--- config.mk ---
export PLATFORM = sky130hd
export DESIGN_NAME = pfg_guard
export DESIGN_NICKNAME = d
export VERILOG_FILES = /design/src/rtl/pfg_pkg.sv /design/src/rtl/pfg_flag_filter.sv /design/src/rtl/pfg_supply_fsm.sv /design/src/rtl/pfg_strobe_gate.sv /design/src/rtl/pfg_guard.sv
export SDC_FILE = /design/constraint.sdc
export NUM_CORES = 1
export LEC_CHECK = 0
export ABC_AREA = 1
export BUFFER_PORTS_ARGS = -buffer_cell sky130_fd_sc_hd__buf_2
export CAP_MARGIN = 5
export CORE_UTILIZATION = 57
export DETAILED_ROUTE_END_ITERATION = 8
export PLACE_DENSITY = 0.8
export SLEW_MARGIN = 20
export SYNTH_ARGS = -nofsm -noshare
export SYNTH_HDL_FRONTEND = slang
export SYNTH_SLANG_ARGS = --single-unit
--- constraint.sdc ---
create_clock -name clk -period 3.8 [get_ports clk]
set_input_delay 0.76 -clock clk [delete_from_list [all_inputs] [get_ports clk]]
set_output_delay 0.76 -clock clk [all_outputs]
set_load 0.01 [all_outputs]
--- src/rtl/pfg_pkg.sv ---
package pfg_pkg;
  typedef enum logic [1:0] {
    ST_RUN    = 2'd0,
    ST_GUARD  = 2'd1,
    ST_CELL   = 2'd2,
    ST_SETTLE = 2'd3
  } pwr_state_t;

  localparam int NUM_LEVELS = 3;
  localparam int LVL_CELL   = 0;
  localparam int LVL_FAIL   = 1;
  localparam int LVL_RUN    = 2;
endpackage

--- src/rtl/pfg_flag_filter.sv ---
// Resynchronises one asynchronous comparator flag and accepts a new value
// only after it has held for DEBOUNCE consecutive cycles.
module pfg_flag_filter #(
  parameter int SYNC_STAGES = 2,
  parameter int DEBOUNCE    = 4
) (
  input  logic clk,
  input  logic rst,
  input  logic raw_i,
  output logic clean_o
);
  localparam int CW = (DEBOUNCE > 1) ? $clog2(DEBOUNCE) : 1;

  logic [SYNC_STAGES-1:0] chain;
  logic                   synced;
  logic [CW-1:0]          run_cnt;

  assign synced = chain[SYNC_STAGES-1];

  always_ff @(posedge clk) begin
    if (rst) begin
      chain <= '0;
    end else begin
      chain <= {chain[SYNC_STAGES-2:0], raw_i};
    end
  end

  always_ff @(posedge clk) begin
    if (rst) begin
      clean_o <= 1'b0;
      run_cnt <= '0;
    end else if (synced == clean_o) begin
      run_cnt <= '0;
    end else if (run_cnt == CW'(DEBOUNCE - 1)) begin
      clean_o <= synced;
      run_cnt <= '0;
    end else begin
      run_cnt <= run_cnt + 1'b1;
    end
  end
endmodule

--- src/rtl/pfg_supply_fsm.sv ---
// Supply state machine: NORMAL / PROTECT / BACKUP / RECOVER.
module pfg_supply_fsm
  import pfg_pkg::*;
#(
  parameter int RECOVER_HOLD = 8
) (
  input  logic       clk,
  input  logic       rst,
  input  logic       ok_run,
  input  logic       ok_fail,
  input  logic       ok_cell,
  output pwr_state_t state_q,
  output pwr_state_t state_nx,
  output logic       fail_seen_q
);
  localparam int HW = (RECOVER_HOLD > 1) ? $clog2(RECOVER_HOLD) : 1;

  logic [HW-1:0] hold_cnt;
  logic          upper_ok;

  assign upper_ok = ok_run && ok_fail;

  always_comb begin
    state_nx = state_q;
    unique case (state_q)
      ST_RUN: begin
        if (!ok_cell)       state_nx = ST_CELL;
        else if (!upper_ok) state_nx = ST_GUARD;
      end
      ST_GUARD: begin
        if (!ok_cell)       state_nx = ST_CELL;
        else if (upper_ok)  state_nx = ST_SETTLE;
      end
      ST_CELL: begin
        if (ok_cell)        state_nx = ST_GUARD;
      end
      ST_SETTLE: begin
        if (!ok_cell)       state_nx = ST_CELL;
        else if (!upper_ok) state_nx = ST_GUARD;
        else if (hold_cnt == HW'(RECOVER_HOLD - 1)) state_nx = ST_RUN;
      end
      default: state_nx = ST_CELL;
    endcase
  end

  always_ff @(posedge clk) begin
    if (rst) begin
      state_q     <= ST_CELL;
      hold_cnt    <= '0;
      fail_seen_q <= 1'b0;
    end else begin
      state_q  <= state_nx;
      hold_cnt <= (state_q == ST_SETTLE && state_nx == ST_SETTLE) ? hold_cnt + 1'b1 : '0;
      if (state_q == ST_RUN && state_nx != ST_RUN) fail_seen_q <= 1'b1;
    end
  end
endmodule

--- src/rtl/pfg_strobe_gate.sv ---
// Registers the array strobes from the host strobes, gated by the next state.
module pfg_strobe_gate (
  input  logic clk,
  input  logic rst,
  input  logic pass_i,
  input  logic cell_i,
  input  logic host_ce_n,
  input  logic host_we_n,
  input  logic host_oe_n,
  output logic mem_ce_n,
  output logic mem_we_n,
  output logic mem_oe_n,
  output logic dq_drive,
  output logic src_cell
);
  logic host_wr;
  logic host_rd;
  logic wr_block;

  assign host_wr = !host_ce_n && !host_we_n;
  assign host_rd = !host_ce_n && host_we_n && !host_oe_n;

  always_ff @(posedge clk) begin
    if (rst) begin
      mem_ce_n <= 1'b1;
      mem_we_n <= 1'b1;
      mem_oe_n <= 1'b1;
      dq_drive <= 1'b0;
      src_cell <= 1'b1;
      wr_block <= 1'b0;
    end else begin
      mem_ce_n <= !(pass_i && !host_ce_n);
      mem_we_n <= !(pass_i && host_wr && !wr_block);
      mem_oe_n <= !(pass_i && host_rd);
      dq_drive <= pass_i && host_rd;
      src_cell <= cell_i;
      wr_block <= host_wr && (wr_block || !pass_i);
    end
  end
endmodule

--- src/rtl/pfg_guard.sv ---
module pfg_guard
  import pfg_pkg::*;
#(
  parameter int SYNC_STAGES  = 2,
  parameter int DEBOUNCE     = 4,
  parameter int RECOVER_HOLD = 8
) (
  input  logic       clk,
  input  logic       rst,
  input  logic       lvl_run_i,
  input  logic       lvl_fail_i,
  input  logic       lvl_cell_i,
  input  logic       host_ce_n,
  input  logic       host_we_n,
  input  logic       host_oe_n,
  output logic       mem_ce_n,
  output logic       mem_we_n,
  output logic       mem_oe_n,
  output logic       dq_drive,
  output logic       src_cell,
  output logic [1:0] state_o,
  output logic       fail_seen
);
  logic [NUM_LEVELS-1:0] lvl_raw;
  logic [NUM_LEVELS-1:0] lvl_ok;
  pwr_state_t            st_q;
  pwr_state_t            st_nx;

  assign lvl_raw[LVL_CELL] = lvl_cell_i;
  assign lvl_raw[LVL_FAIL] = lvl_fail_i;
  assign lvl_raw[LVL_RUN]  = lvl_run_i;

  for (genvar g = 0; g < NUM_LEVELS; g++) begin : g_lvl
    pfg_flag_filter #(
      .SYNC_STAGES(SYNC_STAGES),
      .DEBOUNCE   (DEBOUNCE)
    ) u_filt (
      .clk    (clk),
      .rst    (rst),
      .raw_i  (lvl_raw[g]),
      .clean_o(lvl_ok[g])
    );
  end

  pfg_supply_fsm #(
    .RECOVER_HOLD(RECOVER_HOLD)
  ) u_fsm (
    .clk        (clk),
    .rst        (rst),
    .ok_run     (lvl_ok[LVL_RUN]),
    .ok_fail    (lvl_ok[LVL_FAIL]),
    .ok_cell    (lvl_ok[LVL_CELL]),
    .state_q    (st_q),
    .state_nx   (st_nx),
    .fail_seen_q(fail_seen)
  );

  pfg_strobe_gate u_gate (
    .clk      (clk),
    .rst      (rst),
    .pass_i   (st_nx == ST_RUN),
    .cell_i   (st_nx == ST_CELL),
    .host_ce_n(host_ce_n),
    .host_we_n(host_we_n),
    .host_oe_n(host_oe_n),
    .mem_ce_n (mem_ce_n),
    .mem_we_n (mem_we_n),
    .mem_oe_n (mem_oe_n),
    .dq_drive (dq_drive),
    .src_cell (src_cell)
  );

  assign state_o = st_q;
endmodule

======== Word-level counts from Yosys, hierarchy flattened ========
Cells that the tools add are included.
operators by class
  muxes and demuxes ....................... 9
  equal/unequal tests ..................... 12
  bitwise gates (word level) .............. 4
  $add $sub $neg .......................... 4
  reductions and logical operators ........ 30
operators by type and width
  kind                                            count
  two-way mux 2 bit                               8
  == test 2 bit (second input constant)           7
  logical AND 1 bit                               11
  OR reduction 3 bit                              3
  logical NOT 1 bit                               8
  one-hot mux 2 bit (4 select lines)              1
  adder 2 x 1 -> 2 bit (second input constant)    3
  AND reduction 2 bit                             3
  logical NOT 2 bit                               2
  NOT 1 bit                                       4
  adder 3 x 1 -> 3 bit (second input constant)    1
  == test 1 bit                                   3
  == test 3 bit (second input constant)           1
  == test 2 x 1 -> 1 bit (second input constant)  1
  nonzero test 2 bit                              1
  OR reduction 2 bit                              1
  logical OR 1 bit                                1
storage, ports and cells
  bits of input ports ..................... 8
  output and inout bits ................... 8
  flip-flop bits (word level) ............. 27

======== Depth between registers and ports, before layout ========
Gate-level depths: netlist of run 1.
  depth in word-level cells ............... 9
  gate-level depth with buffers ........... 9
  gate-level depth less buffers ........... 9

======== Modules after synthesis ========
Synthesis of run 1 repeated with hierarchy kept, for this count alone.
unflattened totals
  cell total of the unflattened synthesis .. 127
  area total of the unflattened synthesis .. 1029.7 um2
modules (own cells, without submodules)
  module           area each (um2)  seq. area each (um2)  times used  cells each
  pfg_flag_filter  186.4            100.1                 3           23
  pfg_supply_fsm   264.0            120.1                 1           35
  pfg_strobe_gate  192.7            120.1                 1           20
  pfg_guard        13.8             0.0                   1           3

======== Worst setup path after synthesis of run 1 ========
No wires, ideal clock.
  kind .................................... input port to flip-flop
  start ................................... in rst
  end ..................................... reg u_gate.wr_block
  stages .................................. 3
  library setup time ...................... 0.070 ns
  data arrival time ....................... 1.278 ns
  setup slack ............................. 2.452 ns
  buffers on the path ..................... 1
  path through ............................ buf_2 -> nor3_1 -> a21boi_1
RTL lines
  what                    line                   text
  start: declaration      pfg_guard.sv:9         input logic rst,
  end signal: assignment  pfg_strobe_gate.sv:37  wr_block <= host_wr && (wr_block || !pass_i);
  end: declaration        pfg_strobe_gate.sv:18  logic wr_block;

======== Worst setup path after layout of run 1 ========
  start ................................... reg u_fsm.state_q[1]
  end ..................................... out state_o[1]
RTL lines
  what                      line                  text
  start: declaration        pfg_supply_fsm.sv:12  output pwr_state_t state_q,
  start signal: assignment  pfg_supply_fsm.sv:52  state_q <= state_nx;
  end: declaration          pfg_guard.sv:21       output logic [1:0] state_o,
No word-level cell between the ends.

==> flow_summary.yaml, run 1 <==
route:
  drcViolationCount: 0
  post_drt_wl_per_cell_um: 9.42
  viasPerCell: 4.62
  drt_iter0_markers: 4
  wl_met3_um: 29
  num_vias: 707
  wl_met2_um: 728
  ant_nets: 0
  m1WireLength_um: 672
  maxUsedRoutingLayer: "met4"
  dr.pass1.iters: 3
  finalWirelength_um: 1440
clock_network:
  insertion_delay_ns: 0.31
  cts_buffer_depth: 2
  clkSlewWorstSetupHoldPaths_ns: 0.13
  cts_max_level: 1
  cts_tree: "built"
  postCtsHoldBufs: 0
  cts_setup_buffers: 0
  cts_resized: 0
  cts_buffers: 3
  cts-root-buf: "clkbuf_4"
  cts_num_sinks: 27
global_route:
  grt_max_degree: 16
  grt_pass1_vias: 713
  grtUsageTotal: 0.183
  grt_first_pass_wirelength_um: 2680
  grt_overflow: 0
  grt_antenna_before_repair: 0
sta:
  setup_viol: 0
  rsz0062_at_grt: "no"
  worst_pin_slew_ns: 0.368
  final_hold_viol_count: 0
  fin_crit_sh: 0.439
  slew_headroom: 0.754
  slew_violations: 0
  fin_worst_skew_ns: 0.00608
  layout_min_cycle_time_ns: 1.67
  fin_tns_setup_ns: 0
  fmax_mhz: 600
layout:
  drive_gt1_frac: 0.264
  nNetsFinal: 143
  n_antenna_cell: 0
  fin_cells: 153
  area_delta_synth_final_pct: 11.3
power:
  power_frac_seq: 0.694
  p_leak_nw: 0.522
  p_sw_w: 0.0000848
  power.density_nw_per_um2: 365
  clockPowerShare: 0.273
  sw_frac_of_total: 0.203
  combPwrFrac: 0.033
  p_int_w: 0.000332
  ir_drop_uv: 334
synth:
  ys_seq_area_frac: 0.527
  async_reset_ff_frac: 0
  synth_enable_flop_cells: 0
  synth_area_um2: 1030
  synth_cells: 112
  synth.distinct_cells: 24
  synth_seq_cells: 27
  syn_nets: 125
  yosys_warnings: 0
  synth_flop_cell: "dfxtp_1"
  syn_avg_cell_area_um2: 9.16
place:
  dp_cells: 149
  routabilityCongestion: 0.802
  port_buffers: 15
  dp_hpwl_um: 1170
setup_path:
  arrival_ns: 0.91
  crit_required_ns: 3.04
  critPathLaunchType: "flip-flop"
  path_cells: "buf_2"
  crit_fanout: 5
  crit_family: "flip-flops"
  critical-path-slowest-cell: "dfxtp_1"
  crit_type: "flip-flop to output port"
  max_stage_delay_ns: 0.44
  path_buf_inv: 1
  cp-end-kind: "output port"
die:
  chipWidth_um: 44.4
  num_io_pins: 16
  coreArea_um2: 1590
  rows: 14
  die_h_um: 44.4
  die_area_um2: 1970
  initial_core_util: 0.644
job:
  max-cap-violations: 0
worst_hold_path:
  hold_class: "flip-flop to flip-flop"
run_status:
  status: "finished clean"
## layout by cell type (no fill, tap or decap), drive strengths merged, types with 2 or more instances in the layout
cell    synthesis  layout
nand3           7       7
nor2           18      18
inv            24      24
o211ai          3       3
buf             2      15
clkbuf          0       3
ha              5       5
dfxtp          27      27
nand2          10      10
o21ai           3       3
a21oi           7       7
nand4           2       2
## per-stage QoR
step                      hold WS [ns]  total power [W]  cell area [µm²]  worst slack, ns   util
after global placement           0.391         0.000308             1110             2.40  0.699
after detailed placement         0.395         0.000310             1110             2.32  0.699
after CTS                        0.414         0.000423             1140             2.12  0.717
after global routing             0.434         0.000432             1140             2.09  0.717
final                            0.412         0.000417             1140             2.13  0.717
after floorplan                  0.388         0.000304             1030             2.45      -
## Yosys cell counts (2+ instances only)
cell       n  area share
inv_2      4       0.015
ha_1       5       0.061
nand2_2    3       0.018
nand3_2    3       0.029
o21ai_0    2      0.0098
inv_1     20       0.073
nor2_1    17       0.062
nand3_1    3       0.015
nand2_1    5       0.018
nand2_4    2       0.022
a21oi_1    7       0.034
dfxtp_1   27        0.53
o211ai_1   3       0.022
## final cells by class
| class | count | area [µm²] |
|---|---|---|
| multi-input cells | 59 | 379 |
| clock inverters | 1 | 5.00 |
| well taps | 24 | 30.0 |
| inverters | 24 | 90.1 |
| clock buffers | 3 | 22.5 |
| flip-flops and latches | 27 | 541 |
| repair buffers | 15 | 75.1 |
| fillers | 132 | 452 |
## final timing paths
path                                                from                  endpoint  slack (ns)  depth (start not counted)
worst max-delay path                    u_fsm.state_q[1]                state_o[1]        2.13                          1
worst min-delay path            g_lvl[1].u_filt.chain[0]  g_lvl[1].u_filt.chain[1]        0.41                          2
worst max register to register         u_fsm.hold_cnt[0]         u_fsm.hold_cnt[2]        2.40                          9
worst min register to register  g_lvl[1].u_filt.chain[0]  g_lvl[1].u_filt.chain[1]        0.41                          2
## per-layer routing
layer | up-vias | GRT usage
met5 | - | 0
met4 | 0 | 0.0545
met3 | 2 | 0.0367
met2 | 12 | 0.329
met1 | 312 | 0.219
li1 | 381 | -
## power groups by stage
stage                     registers [W]    logic, W  clock network [W]
after floorplan                0.000295  0.00000855                  0
after global placement         0.000296   0.0000128                  0
after detailed placement       0.000296   0.0000137                  0
after CTS                      0.000290   0.0000138           0.000120
after global routing           0.000290   0.0000161           0.000126
final                          0.000290   0.0000136           0.000114
## state kept, by name, indices dropped and copies added (netlist names)
register	cells
g_lvl.u_filt.chain	6
g_lvl.u_filt.clean_o	3
g_lvl.u_filt.run_cnt	6
u_fsm.fail_seen_q	1
u_fsm.hold_cnt	3
u_fsm.state_q	2
u_gate.dq_drive	1
u_gate.mem_ce_n	1
u_gate.mem_oe_n	1
u_gate.mem_we_n	1
u_gate.src_cell	1
u_gate.wr_block	1
## cell families (layout without fill, tap and decap cells)
group,Yosys count,after routing,share of synthesized area
AO/OA/AOI/OAI,16,16,0.0927
adder cells (fa/ha/maj),5,5,0.0610
buffers and inverters,26,43,0.104
flip-flops,27,27,0.527
AND/OR/NAND/NOR,38,38,0.216
Power figures use the tool's default switching activity.
==> inputs of run 2 (changes only) <==
--- a/config.mk
+++ b/config.mk
@@ -8,9 +8,9 @@
 export ABC_AREA = 1
 export BUFFER_PORTS_ARGS = -buffer_cell sky130_fd_sc_hd__buf_2
 export CAP_MARGIN = 5
-export CORE_UTILIZATION = 57
+export CORE_UTILIZATION = 48
 export DETAILED_ROUTE_END_ITERATION = 8
-export PLACE_DENSITY = 0.8
+export PLACE_DENSITY = 0.72
 export SLEW_MARGIN = 20
 export SYNTH_ARGS = -nofsm -noshare
 export SYNTH_HDL_FRONTEND = slang
==> constraint.sdc (replaced) <==
create_clock -name clk -period 1.47 [get_ports clk]
set_input_delay 0.294 -clock clk [delete_from_list [all_inputs] [get_ports clk]]
set_output_delay 0.294 -clock clk [all_outputs]
set_load 0.01 [all_outputs]
==> flow_summary.yaml, run 2 (synthesized netlist as in run 1, its figures left out) <==
clock_network:
  cts_tree: "built"
  cts_max_level: 1
  clkSlewWorstSetupHoldPaths_ns: 0.14
  cts_buffers: 3
  cts_num_sinks: 27
  postCtsHoldBufs: 0
  cts_buffer_depth: 2
  cts_setup_buffers: 0
  cts-root-buf: "clkbuf_4"
  cts_resized: 0
  insertion_delay_ns: 0.33
sta:
  layout_min_cycle_time_ns: 1.36
  whs_ns: 0.151
  worst_pin_slew_ns: 0.261
  fin_worst_skew_ns: 0.00518
  setup_viol: 0
  slew_headroom: 0.826
  final_hold_viol_count: 0
  fin_crit_sh: 0.927
  fmax_mhz: 734
  slew_violations: 0
die:
  die_area_um2: 2330
  die_h_um: 48.2
  initial_core_util: 0.518
  num_io_pins: 16
  chipWidth_um: 48.2
  rows: 16
  coreArea_um2: 1980
run_status:
  status: "finished clean"
power:
  total_power_w: 0.00110
  power.density_nw_per_um2: 947
  p_leak_nw: 0.522
  ir_drop_uv: 621
global_route:
  grt_pass1_vias: 612
  grt_antenna_before_repair: 0
  grt_max_degree: 15
  grt_first_pass_wirelength_um: 2400
  grtUsageTotal: 0.157
  grt_overflow: 0
route:
  drt_iter0_markers: 7
  drcViolationCount: 0
  finalWirelength_um: 1660
  ant_nets: 0
  viasPerCell: 4.64
  dr.pass1.iters: 4
  num_vias: 728
  post_drt_wl_per_cell_um: 10.6
layout:
  layout_commonest_cell: "dfxtp_1"
  area_delta_synth_final_pct: 13.5
  n_fill_cell: 184
  nNetsFinal: 144
  n_antenna_cell: 0
  final_cell_mix: "dfxtp_1, inv_1, nor2_1, buf_2, a21oi_1"
  drive_gt1_frac: 0.285
  reg_top3: "g_lvl.u_filt.chain (6), g_lvl.u_filt.run_cnt (6)"
  fin_cells: 157
setup_path:
  path_cells: "ha_1 > ha_2 > nor2_1 > nand2_1 > nand3_2 > nor2_4 > nand4_2"
  critical-path-slowest-cell: "dfxtp_1"
  crit_fanout: 4
  crit_type: "flip-flop to flip-flop"
  max_stage_delay_ns: 0.36
  critPathLaunchType: "flip-flop"
  cp-end-kind: "flip-flop"
  arrival_ns: 1.57
  crit_required_ns: 1.68
place:
  dp_cells: 153
  port_buffers: 15
  dp_hpwl_um: 1270
  routabilityCongestion: 0.768
job:
  max-cap-violations: 0
worst_hold_path:
  hold_class: "input port to flip-flop"
## run 2: cell count changes in the layout (fill, tap and decap cells not counted), sizes merged
cell    change
buf         +1
clkbuf      +1
clkinv      -1
## run 2: path summary, 6_finish.rpt
check | start | to | slack (ns) | cells past startpoint
setup / recovery | u_fsm.hold_cnt[0] | u_gate.mem_oe_n | 0.11 | 7
hold / removal | lvl_fail_i | g_lvl[1].u_filt.chain[0] | 0.15 | 3
setup reg to reg | u_fsm.hold_cnt[0] | u_gate.mem_oe_n | 0.11 | 7
hold reg to reg | g_lvl[0].u_filt.chain[0] | g_lvl[0].u_filt.chain[1] | 0.41 | 2
## run 2: critical path, delay by kind of cell, from the launching register on
kind	cells	cell delay (ns)
adder cells (fa/ha/maj)	2	0.37
flip-flops	1	0.36
AND/OR/NAND/NOR	5	0.53
## run 2: power by group
group / leakage [nW] / switching (W) / internal, W
Clock: 0.0150 / 0.000214 / 0.000106
Combinational: 0.288 / 0.0000206 / 0.0000144
Sequential: 0.219 / 0.00000501 / 0.000743
## run 2: final cells by class
class	count	area [µm²]	share of cell area
Sequential cell	27	541	0.464
Timing Repair Buffer	16	82.6	0.0709
Inverter	24	90.1	0.0773
Clock buffer	4	26.3	0.0226
Multi-Input combinational cell	59	392	0.336
Tap cell	27	33.8	0.0290
## run 2: metrics by stage
stage / instance area, µm² / util / setup TNS, ns / setup WS, ns
global route: 1160 / 0.588 / -0.000411 / -0.000411
finish: 1160 / 0.588 / 0 / 0.108
floorplan: 1030 / - / 0 / 0.204
detailed placement: 1130 / 0.568 / 0 / 0.0855
global placement: 1130 / 0.568 / 0 / 0.156
CTS: 1150 / 0.581 / 0 / 0.0460
## run 2: per-layer routing
metal | share of wire | up-vias | global-route usage
met4 | 0.013 | 0 | 0.0833
met5 | 0 | - | 0
met1 | 0.43 | 322 | 0.171
met3 | 0.041 | 2 | 0.0444
li1 | - | 384 | -
met2 | 0.51 | 20 | 0.275
